$ cat src/rtl/vmmio_pkg.sv
// Package: register offsets and queue field codes shared by the transport
// register block. Offsets are byte addresses on the driver bus.
package vmmio_pkg;
    localparam logic [31:0] MAGIC_WORD = 32'h7472_6976;

    localparam int unsigned OFF_MAGIC     = 'h000;
    localparam int unsigned OFF_VERSION   = 'h004;
    localparam int unsigned OFF_DEVID     = 'h008;
    localparam int unsigned OFF_VENDOR    = 'h00C;
    localparam int unsigned OFF_DFEAT     = 'h010;
    localparam int unsigned OFF_DFEAT_SEL = 'h014;
    localparam int unsigned OFF_AFEAT     = 'h020;
    localparam int unsigned OFF_AFEAT_SEL = 'h024;
    localparam int unsigned OFF_QSEL      = 'h030;
    localparam int unsigned OFF_QMAX      = 'h034;
    localparam int unsigned OFF_QSIZE     = 'h038;
    localparam int unsigned OFF_QREADY    = 'h044;
    localparam int unsigned OFF_DOORBELL  = 'h050;
    localparam int unsigned OFF_ISR       = 'h060;
    localparam int unsigned OFF_ISR_ACK   = 'h064;
    localparam int unsigned OFF_STATUS    = 'h070;
    localparam int unsigned OFF_DESC_LO   = 'h080;
    localparam int unsigned OFF_DESC_HI   = 'h084;
    localparam int unsigned OFF_AVAIL_LO  = 'h090;
    localparam int unsigned OFF_AVAIL_HI  = 'h094;
    localparam int unsigned OFF_USED_LO   = 'h0A0;
    localparam int unsigned OFF_USED_HI   = 'h0A4;
    localparam int unsigned OFF_GEN       = 'h0FC;
    localparam int unsigned OFF_CFG       = 'h100;

    typedef enum logic [3:0] {
        QF_NONE, QF_SIZE, QF_READY,
        QF_DESC_LO, QF_DESC_HI, QF_AVAIL_LO, QF_AVAIL_HI, QF_USED_LO, QF_USED_HI
    } qfield_e;
endpackage

$ cat src/rtl/vmmio_queue.sv
// Module: one virtqueue's programmable state (size, ready flag, three ring
// addresses). Assumes the top decodes the field and only asserts wr when
// this queue is the selected one. clr is the transport reset from status 0.
module vmmio_queue
    import vmmio_pkg::*;
#(
    parameter int Q_MAX = 256,
    parameter int SZ_W  = 9
) (
    input  logic            clk,
    input  logic            rst_n,
    input  logic            clr,
    input  logic            wr,
    input  qfield_e         fld,
    input  logic [31:0]     wdata,
    output logic            ready,
    output logic [SZ_W-1:0] size,
    output logic [63:0]     desc,
    output logic [63:0]     avail,
    output logic [63:0]     used
);
    logic cfg_ok;
    assign cfg_ok = wr && !ready;

    // Update the queue fields; setup fields are frozen while ready.
    always_ff @(posedge clk) begin
        if (!rst_n || clr) begin
            ready <= 1'b0;
            size  <= '0;
            desc  <= '0;
            avail <= '0;
            used  <= '0;
        end else begin
            if (wr && fld == QF_READY) ready <= wdata[0];
            if (cfg_ok) begin
                case (fld)
                    QF_SIZE:     if (wdata <= 32'(Q_MAX)) size <= wdata[SZ_W-1:0];
                    QF_DESC_LO:  desc[31:0]   <= wdata;
                    QF_DESC_HI:  desc[63:32]  <= wdata;
                    QF_AVAIL_LO: avail[31:0]  <= wdata;
                    QF_AVAIL_HI: avail[63:32] <= wdata;
                    QF_USED_LO:  used[31:0]   <= wdata;
                    QF_USED_HI:  used[63:32]  <= wdata;
                    default: ;
                endcase
            end
        end
    end
endmodule

$ cat src/rtl/vmmio_irq.sv
// Module: interrupt cause latch. Causes are set by one-cycle pulses and
// cleared by a mask write; a pulse in the same cycle as its clear wins.
// Assumes clr (transport reset) has priority over everything.
module vmmio_irq #(
    parameter int N_CAUSE = 2
) (
    input  logic               clk,
    input  logic               rst_n,
    input  logic               clr,
    input  logic [N_CAUSE-1:0] set,
    input  logic               ack_we,
    input  logic [N_CAUSE-1:0] ack_mask,
    output logic [N_CAUSE-1:0] isr,
    output logic               irq
);
    // Latch causes, drop acknowledged bits, keep new pulses.
    always_ff @(posedge clk) begin
        if (!rst_n || clr) isr <= '0;
        else               isr <= (isr & ~(ack_we ? ack_mask : '0)) | set;
    end

    // Level interrupt while any cause is pending.
    assign irq = |isr;
endmodule

$ cat src/rtl/vmmio_cfg.sv
// Module: device-specific configuration bytes with a generation count.
// Driver writes go through byte strobes on a word index; the device side
// writes single bytes and wins on a collision. Only device writes advance
// the generation count.
module vmmio_cfg #(
    parameter int CFG_BYTES = 16,
    parameter int GEN_W     = 8
) (
    input  logic                         clk,
    input  logic                         rst_n,
    input  logic                         drv_we,
    input  logic [$clog2(CFG_BYTES)-3:0] word_idx,
    input  logic [3:0]                   wstrb,
    input  logic [31:0]                  wdata,
    input  logic                         dev_we,
    input  logic [$clog2(CFG_BYTES)-1:0] dev_addr,
    input  logic [7:0]                   dev_wdata,
    output logic [31:0]                  rd_word,
    output logic [CFG_BYTES*8-1:0]       bytes_o,
    output logic [GEN_W-1:0]             gen_q
);
    logic [7:0] mem [CFG_BYTES];

    // Store strobed driver bytes, then the device byte on top.
    always_ff @(posedge clk) begin
        if (!rst_n) begin
            for (int i = 0; i < CFG_BYTES; i++) mem[i] <= '0;
        end else begin
            if (drv_we)
                for (int b = 0; b < 4; b++)
                    if (wstrb[b]) mem[{word_idx, 2'(b)}] <= wdata[8*b +: 8];
            if (dev_we) mem[dev_addr] <= dev_wdata;
        end
    end

    // Count device-side configuration changes.
    always_ff @(posedge clk) begin
        if (!rst_n)      gen_q <= '0;
        else if (dev_we) gen_q <= gen_q + 1'b1;
    end

    // Assemble the addressed word for the read path.
    always_comb begin
        for (int b = 0; b < 4; b++) rd_word[8*b +: 8] = mem[{word_idx, 2'(b)}];
    end

    for (genvar g = 0; g < CFG_BYTES; g++) begin : g_out
        assign bytes_o[8*g +: 8] = mem[g];
    end
endmodule

$ cat src/rtl/vmmio_regs.sv
// Module: top of the transport register block. Decodes the driver bus,
// holds identification, status, feature banks and selectors, and hands
// queue, interrupt and configuration state to the sub-blocks. Assumes
// registers below the configuration space are accessed as aligned words.
module vmmio_regs
    import vmmio_pkg::*;
#(
    parameter int          ADDR_W     = 9,
    parameter int          NUM_Q      = 2,
    parameter int          Q_MAX      = 256,
    parameter int          FEAT_PAGES = 2,
    parameter int          CFG_BYTES  = 16,
    parameter int          GEN_W      = 8,
    parameter logic [31:0] VERSION    = 32'd2,
    parameter logic [31:0] DEVICE_ID  = 32'd1,
    parameter logic [31:0] VENDOR_ID  = 32'h0000_5A5A
) (
    input  logic                                 clk,
    input  logic                                 rst_n,
    input  logic [ADDR_W-1:0]                    bus_addr,
    input  logic                                 bus_we,
    input  logic [31:0]                          bus_wdata,
    input  logic [3:0]                           bus_wstrb,
    input  logic                                 bus_re,
    output logic [31:0]                          bus_rdata,
    input  logic [FEAT_PAGES*32-1:0]             dev_features,
    output logic [FEAT_PAGES*32-1:0]             drv_features,
    output logic [7:0]                           dev_status,
    output logic [NUM_Q-1:0]                     q_ready,
    output logic [NUM_Q*$clog2(Q_MAX+1)-1:0]     q_size,
    output logic [NUM_Q*64-1:0]                  q_desc,
    output logic [NUM_Q*64-1:0]                  q_avail,
    output logic [NUM_Q*64-1:0]                  q_used,
    output logic [NUM_Q-1:0]                     q_notify,
    input  logic                                 evt_used,
    input  logic                                 evt_cfg,
    output logic                                 irq,
    input  logic                                 dev_cfg_we,
    input  logic [$clog2(CFG_BYTES)-1:0]         dev_cfg_addr,
    input  logic [7:0]                           dev_cfg_wdata,
    output logic [CFG_BYTES*8-1:0]               cfg_bytes
);
    localparam int SZ_W = $clog2(Q_MAX + 1);
    localparam int QI_W = (NUM_Q > 1) ? $clog2(NUM_Q) : 1;
    localparam int FP_W = (FEAT_PAGES > 1) ? $clog2(FEAT_PAGES) : 1;
    localparam int BA_W = $clog2(CFG_BYTES);

    logic [31:0]       dfsel_q, afsel_q, qsel_q;
    logic [7:0]        status_q;
    logic              dev_rst;
    logic [1:0]        isr;
    logic [31:0]       cfg_rd;
    logic [GEN_W-1:0]  gen_q;
    logic [ADDR_W-1:0] cfg_off;
    logic              in_cfg, q_ok;
    logic [QI_W-1:0]   q_idx;
    qfield_e           qf;
    logic [31:0]       rd_mux;

    assign cfg_off  = bus_addr - ADDR_W'(OFF_CFG);
    assign in_cfg   = (bus_addr >= ADDR_W'(OFF_CFG)) && (cfg_off < ADDR_W'(CFG_BYTES));
    assign q_ok     = qsel_q < 32'(NUM_Q);
    assign q_idx    = qsel_q[QI_W-1:0];
    assign dev_rst  = bus_we && bus_addr == ADDR_W'(OFF_STATUS) && bus_wdata[7:0] == 8'h00;
    assign dev_status = status_q;

    // Map the bus address onto a per-queue field code.
    always_comb begin
        qf = QF_NONE;
        case (bus_addr)
            ADDR_W'(OFF_QSIZE):    qf = QF_SIZE;
            ADDR_W'(OFF_QREADY):   qf = QF_READY;
            ADDR_W'(OFF_DESC_LO):  qf = QF_DESC_LO;
            ADDR_W'(OFF_DESC_HI):  qf = QF_DESC_HI;
            ADDR_W'(OFF_AVAIL_LO): qf = QF_AVAIL_LO;
            ADDR_W'(OFF_AVAIL_HI): qf = QF_AVAIL_HI;
            ADDR_W'(OFF_USED_LO):  qf = QF_USED_LO;
            ADDR_W'(OFF_USED_HI):  qf = QF_USED_HI;
            default:               qf = QF_NONE;
        endcase
    end

    // Selectors and status byte, written as whole words.
    always_ff @(posedge clk) begin
        if (!rst_n) begin
            dfsel_q  <= '0;
            afsel_q  <= '0;
            qsel_q   <= '0;
            status_q <= '0;
        end else if (bus_we) begin
            case (bus_addr)
                ADDR_W'(OFF_DFEAT_SEL): dfsel_q  <= bus_wdata;
                ADDR_W'(OFF_AFEAT_SEL): afsel_q  <= bus_wdata;
                ADDR_W'(OFF_QSEL):      qsel_q   <= bus_wdata;
                ADDR_W'(OFF_STATUS):    status_q <= bus_wdata[7:0];
                default: ;
            endcase
        end
    end

    // Driver-accepted feature pages, cleared by the transport reset.
    always_ff @(posedge clk) begin
        if (!rst_n || dev_rst)
            drv_features <= '0;
        else if (bus_we && bus_addr == ADDR_W'(OFF_AFEAT) && afsel_q < 32'(FEAT_PAGES))
            drv_features[32*int'(afsel_q[FP_W-1:0]) +: 32] <= bus_wdata;
    end

    // Doorbell: one-cycle pulse on the queue named by the written value.
    always_ff @(posedge clk) begin
        if (!rst_n) q_notify <= '0;
        else
            for (int i = 0; i < NUM_Q; i++)
                q_notify[i] <= bus_we && bus_addr == ADDR_W'(OFF_DOORBELL) && bus_wdata == 32'(i);
    end

    for (genvar g = 0; g < NUM_Q; g++) begin : g_queue
        vmmio_queue #(.Q_MAX(Q_MAX), .SZ_W(SZ_W)) u_queue (
            .clk   (clk),
            .rst_n (rst_n),
            .clr   (dev_rst),
            .wr    (bus_we && qsel_q == 32'(g)),
            .fld   (qf),
            .wdata (bus_wdata),
            .ready (q_ready[g]),
            .size  (q_size[g*SZ_W +: SZ_W]),
            .desc  (q_desc[g*64 +: 64]),
            .avail (q_avail[g*64 +: 64]),
            .used  (q_used[g*64 +: 64])
        );
    end

    vmmio_irq #(.N_CAUSE(2)) u_irq (
        .clk      (clk),
        .rst_n    (rst_n),
        .clr      (dev_rst),
        .set      ({evt_cfg, evt_used}),
        .ack_we   (bus_we && bus_addr == ADDR_W'(OFF_ISR_ACK)),
        .ack_mask (bus_wdata[1:0]),
        .isr      (isr),
        .irq      (irq)
    );

    vmmio_cfg #(.CFG_BYTES(CFG_BYTES), .GEN_W(GEN_W)) u_cfg (
        .clk       (clk),
        .rst_n     (rst_n),
        .drv_we    (bus_we && in_cfg),
        .word_idx  (cfg_off[BA_W-1:2]),
        .wstrb     (bus_wstrb),
        .wdata     (bus_wdata),
        .dev_we    (dev_cfg_we),
        .dev_addr  (dev_cfg_addr),
        .dev_wdata (dev_cfg_wdata),
        .rd_word   (cfg_rd),
        .bytes_o   (cfg_bytes),
        .gen_q     (gen_q)
    );

    // Select the read value for the addressed register.
    always_comb begin
        rd_mux = '0;
        case (bus_addr)
            ADDR_W'(OFF_MAGIC):    rd_mux = MAGIC_WORD;
            ADDR_W'(OFF_VERSION):  rd_mux = VERSION;
            ADDR_W'(OFF_DEVID):    rd_mux = DEVICE_ID;
            ADDR_W'(OFF_VENDOR):   rd_mux = VENDOR_ID;
            ADDR_W'(OFF_DFEAT):    if (dfsel_q < 32'(FEAT_PAGES))
                                       rd_mux = dev_features[32*int'(dfsel_q[FP_W-1:0]) +: 32];
            ADDR_W'(OFF_QMAX):     if (q_ok) rd_mux = 32'(Q_MAX);
            ADDR_W'(OFF_QSIZE):    if (q_ok) rd_mux = 32'(q_size[int'(q_idx)*SZ_W +: SZ_W]);
            ADDR_W'(OFF_QREADY):   if (q_ok) rd_mux = {31'd0, q_ready[q_idx]};
            ADDR_W'(OFF_DESC_LO):  if (q_ok) rd_mux = q_desc[int'(q_idx)*64 +: 32];
            ADDR_W'(OFF_DESC_HI):  if (q_ok) rd_mux = q_desc[int'(q_idx)*64+32 +: 32];
            ADDR_W'(OFF_AVAIL_LO): if (q_ok) rd_mux = q_avail[int'(q_idx)*64 +: 32];
            ADDR_W'(OFF_AVAIL_HI): if (q_ok) rd_mux = q_avail[int'(q_idx)*64+32 +: 32];
            ADDR_W'(OFF_USED_LO):  if (q_ok) rd_mux = q_used[int'(q_idx)*64 +: 32];
            ADDR_W'(OFF_USED_HI):  if (q_ok) rd_mux = q_used[int'(q_idx)*64+32 +: 32];
            ADDR_W'(OFF_ISR):      rd_mux = {30'd0, isr};
            ADDR_W'(OFF_STATUS):   rd_mux = {24'd0, status_q};
            ADDR_W'(OFF_GEN):      rd_mux = 32'(gen_q);
            default:               if (in_cfg) rd_mux = cfg_rd;
        endcase
    end

    // Register the read value; hold it between reads.
    always_ff @(posedge clk) begin
        if (!rst_n)      bus_rdata <= '0;
        else if (bus_re) bus_rdata <= rd_mux;
    end
endmodule

$ cat config.mk
export PLATFORM = sky130hd
export DESIGN_NAME = vmmio_regs
export DESIGN_NICKNAME = d
export VERILOG_FILES = /design/src/rtl/vmmio_pkg.sv /design/src/rtl/vmmio_queue.sv /design/src/rtl/vmmio_irq.sv /design/src/rtl/vmmio_cfg.sv /design/src/rtl/vmmio_regs.sv
export SDC_FILE = /design/constraint.sdc
export NUM_CORES = 2
export LEC_CHECK = 0
export BUFFER_PORTS_ARGS = -buffer_cell sky130_fd_sc_hd__clkbuf_2
export CAP_MARGIN = 20
export CORE_AREA = 2 2 297 299
export DETAILED_ROUTE_END_ITERATION = 16
export DIE_AREA = 0 0 299 301
export MAX_ROUTING_LAYER = met4
export PLACE_DENSITY = 0.62
export REMOVE_ABC_BUFFERS = 1
export SLEW_MARGIN = 40
export SYNTH_ARGS = -nofsm -noshare
export SYNTH_HDL_FRONTEND = slang
export SYNTH_SLANG_ARGS = --single-unit
export TNS_END_PERCENT = 1
$ cat constraint.sdc
create_clock -name clk -period 8 [get_ports clk]
set_input_delay 1.2 -clock clk [delete_from_list [all_inputs] [get_ports clk]]
set_output_delay 1.2 -clock clk [all_outputs]
set_load 0.005 [all_outputs]
==> reports/results.ini <==
[status]
status = complete, no violations

[power_and_ir_drop]
power.density_nw_per_um2 = 208
ir_drop_mv = 0.158
leakagePower_nw = 14.6

[flow_run]
maxCapViolCount = 0

[floorplanning]
rows = 108
initial_core_util_pct = 38.5
coreArea_um2 = 86500
die_h_um = 301
pin_count = 767
die_w_um = 299
die_area_um2 = 90000

[global_routing]
grt_util_met2_pct = 54.1
grt_util_all_layers_pct = 34.9
antenna_found_initial = 1
first_global_vias = 30179
grt.overflow.total = 0
grtUsageMet3_pct = 8.62
gr-usage-met1_pct = 42.1
grt_pass1_wl_mm = 223
grt.busiest_layer = met2
grt_max_degree = 139

[sta]
worst_pin_slew_ns = 0.933
fin_ws_ns = 3.80
period_minus_slack_ns = 4.20
slew_headroom_pct = 37.6
setup_viol = 0
finalCritPeriodShare_pct = 52.5
fmax_ghz = 0.238
timing.final.hold_violations = 0
fin_skew_ns = 0.0393
rsz0062_at_grt = no
finalMaxSlewViolations = 0

[logic_synthesis]
synth_top_area_share_pct = 37.0
synth.most_common_cell = nand2_1
yosys_most_used_dff = dfxtp_1
synthTopCellsByArea = dfxtp_1, nand2_1, edfxtp_1
async_reset_ff_share_pct = 0
yosysSeqAreaShare_pct = 48.6
syn_area_um2 = 33300
yosys-top-cells-count = nand2_1, dfxtp_1, a21oi_1, clkbuf_1, mux2i_1
synth_cell_type_count = 72
ys_ff_latch = 744
synthCells = 3886
synth_area_leader_cell = dfxtp_1
synth_edf_count = 128
avgSynthCellArea_um2 = 8.57
yosysWarnings = 0

[worst_setup_path]
start_kind = input pin
path_cells = clkbuf_2, nor4bb_4, buf_4, nand3_1, a211oi_1, nand3_1, mux2i_1, nor2_1
cp_top_family = simple AND/OR/NAND/NOR gates
crit_path_frequent_cell = nand3_1
cp.buffers_inverters = 2
criticalPathCategory = input pin to register
cp_slowest_cell = nor4bb_4
max_stage_delay_ns = 0.83
critPathRequiredTime_ns = 8.54
critPathMaxFanout = 16
cp-end-kind = register
worstPathArrival_ns = 4.75

[route]
first_pass_iters = 6
routedWlPerCell_um = 28.2
vias_per_cell = 5.79
wl_mm = 159
vias = 32738
dr.first_iter.drc_count = 3924
drt_drc_violations_left = 0
antenna_left = 0

[cts]
cts_tree = done
clk_latency_ns = 0.65
postCtsResizedCells = 0
htree_levels = 3
cts.sinks = 744
cts_buffers = 84
cts.path.max_buffers = 3
post-cts-setup-buffer-count = 0
clkTransAtPathRegs_ns = 0.06
holdBufCountCts = 0
root_buffer = clkbuf_16

[layout]
multi_input_area_um2 = 16000
utilization_pct = 47.6
drive_above_1_share_pct = 25.3
antenna_cells = 0
final_cell_area_um2 = 41200
finalNetCount = 4562
seq_area_um2 = 16200
fillers = 8371
syn_to_final_growth_pct = 23.6

[placed_design]
place_area_um2 = 38100
numPortBuffers = 766
gp_congestion = 0.928
dpl_worst_slack_ns = 3.28
hpwlAfterDp_mm = 108

[worst_hold_path]
hold_path_class = register to register

placed cells by master (no fill, tap or decap), drive strengths merged, types with 11 or more instances in the layout:
| master | synthesis | final |
|---|---|---|
| nor4 | 37 | 37 |
| mux4 | 32 | 32 |
| o22ai | 78 | 78 |
| nand2 | 1196 | 1196 |
| inv | 6 | 11 |
| and3 | 15 | 15 |
| clkinv | 0 | 20 |
| a21oi | 498 | 498 |
| a22o | 129 | 129 |
| edfxtp | 128 | 128 |
| nor2 | 92 | 92 |
| o221ai | 15 | 15 |
| and2 | 11 | 11 |
| a31oi | 25 | 25 |
| nand4 | 15 | 15 |
| buf | 113 | 82 |
| nor3 | 31 | 31 |
| a21boi | 106 | 106 |
| dfxtp | 616 | 616 |
| o22a | 12 | 12 |
| clkbuf | 273 | 881 |
| a22oi | 11 | 11 |
| nand3 | 23 | 23 |
| o21ai | 70 | 70 |
| mux2i | 246 | 246 |
state kept, by name, summed over array words and instances, names as in the netlist:
signal / count
qsel_q: 32
dfsel_q: 32
g_queue.u_queue.size: 18
g_queue.u_queue.ready: 2
u_cfg.gen_q: 8
afsel_q: 32
g_queue.u_queue.desc: 128
drv_features: 64
g_queue.u_queue.used: 128
q_notify: 2
u_cfg.mem: 128
dev_status: 8
u_irq.isr: 2
bus_rdata: 32
g_queue.u_queue.avail: 128
tightest hold or removal path, delay by kind of cell, from the launching register on:
kind | cells | cell delay [ns]
flip-flops | 1 | 0.31
AND/OR/NAND/NOR | 1 | 0.05
AO/OA/AOI/OAI | 1 | 0.05
final timing paths:
path / from / to / cells after the start / slack, ns
min reg2reg: drv_features[5]$_SDFFE_PP0P_ / drv_features[5]$_SDFFE_PP0P_ / 2 / 0.45
max reg2reg: qsel_q[0]$_SDFFE_PN0P_ / bus_rdata[18]$_SDFFE_PN0P_ / 8 / 4.07
max: bus_addr[7] / g_queue[0].u_queue.size[1]$_SDFFE_PP0P_ / 8 / 3.80
min: drv_features[5]$_SDFFE_PP0P_ / drv_features[5]$_SDFFE_PP0P_ / 2 / 0.45
stage by stage:
step                hold WS, ns   TNS, ns  instances  total power (W)
floorplan                 0.438  -4450.47       3500          0.00411
global placement          0.437         0       5498          0.00447
finish                    0.452         0       5658          0.00857
detailed placement        0.445         0       5500          0.00447
global route              0.467         0       5658          0.00877
CTS                       0.455         0       5656          0.00859
cells by family after synthesis:
| kind of cell | Yosys count | share of synthesized area [%] |
|---|---|---|
| buf+inv | 392 | 4.81 |
| simple gates | 1477 | 18.3 |
| mux | 287 | 9.87 |
| compound gates | 979 | 18.2 |
| xor+xnor | 6 | 0.158 |
| flops | 744 | 48.6 |
| fa+ha+maj | 1 | 0.0376 |
power breakdown:
group / internal [W] / switching (W)
clock network: 0.00244 / 0.00173
logic: 0.000145 / 0.000354
registers: 0.00386 / 0.0000488
per-layer routing:
metal / routed length (um) / vias up
met5: 0 / -
met4: 9760 / 0
met3: 16200 / 423
met2: 72800 / 2024
met1: 60700 / 15712
li1: - / 14579
area by class of cell:
cell class                      instances  area share (%)
Tap cell                             1155            3.51
Clock buffer                          116            5.89
Sequential cell                       744            39.3
Timing Repair Buffer                  847            11.0
Multi-Input combinational cell       2750            38.8
Inverter                                6          0.0547
Clock inverter                         40            1.36
Power figures use the tool's default switching activity.
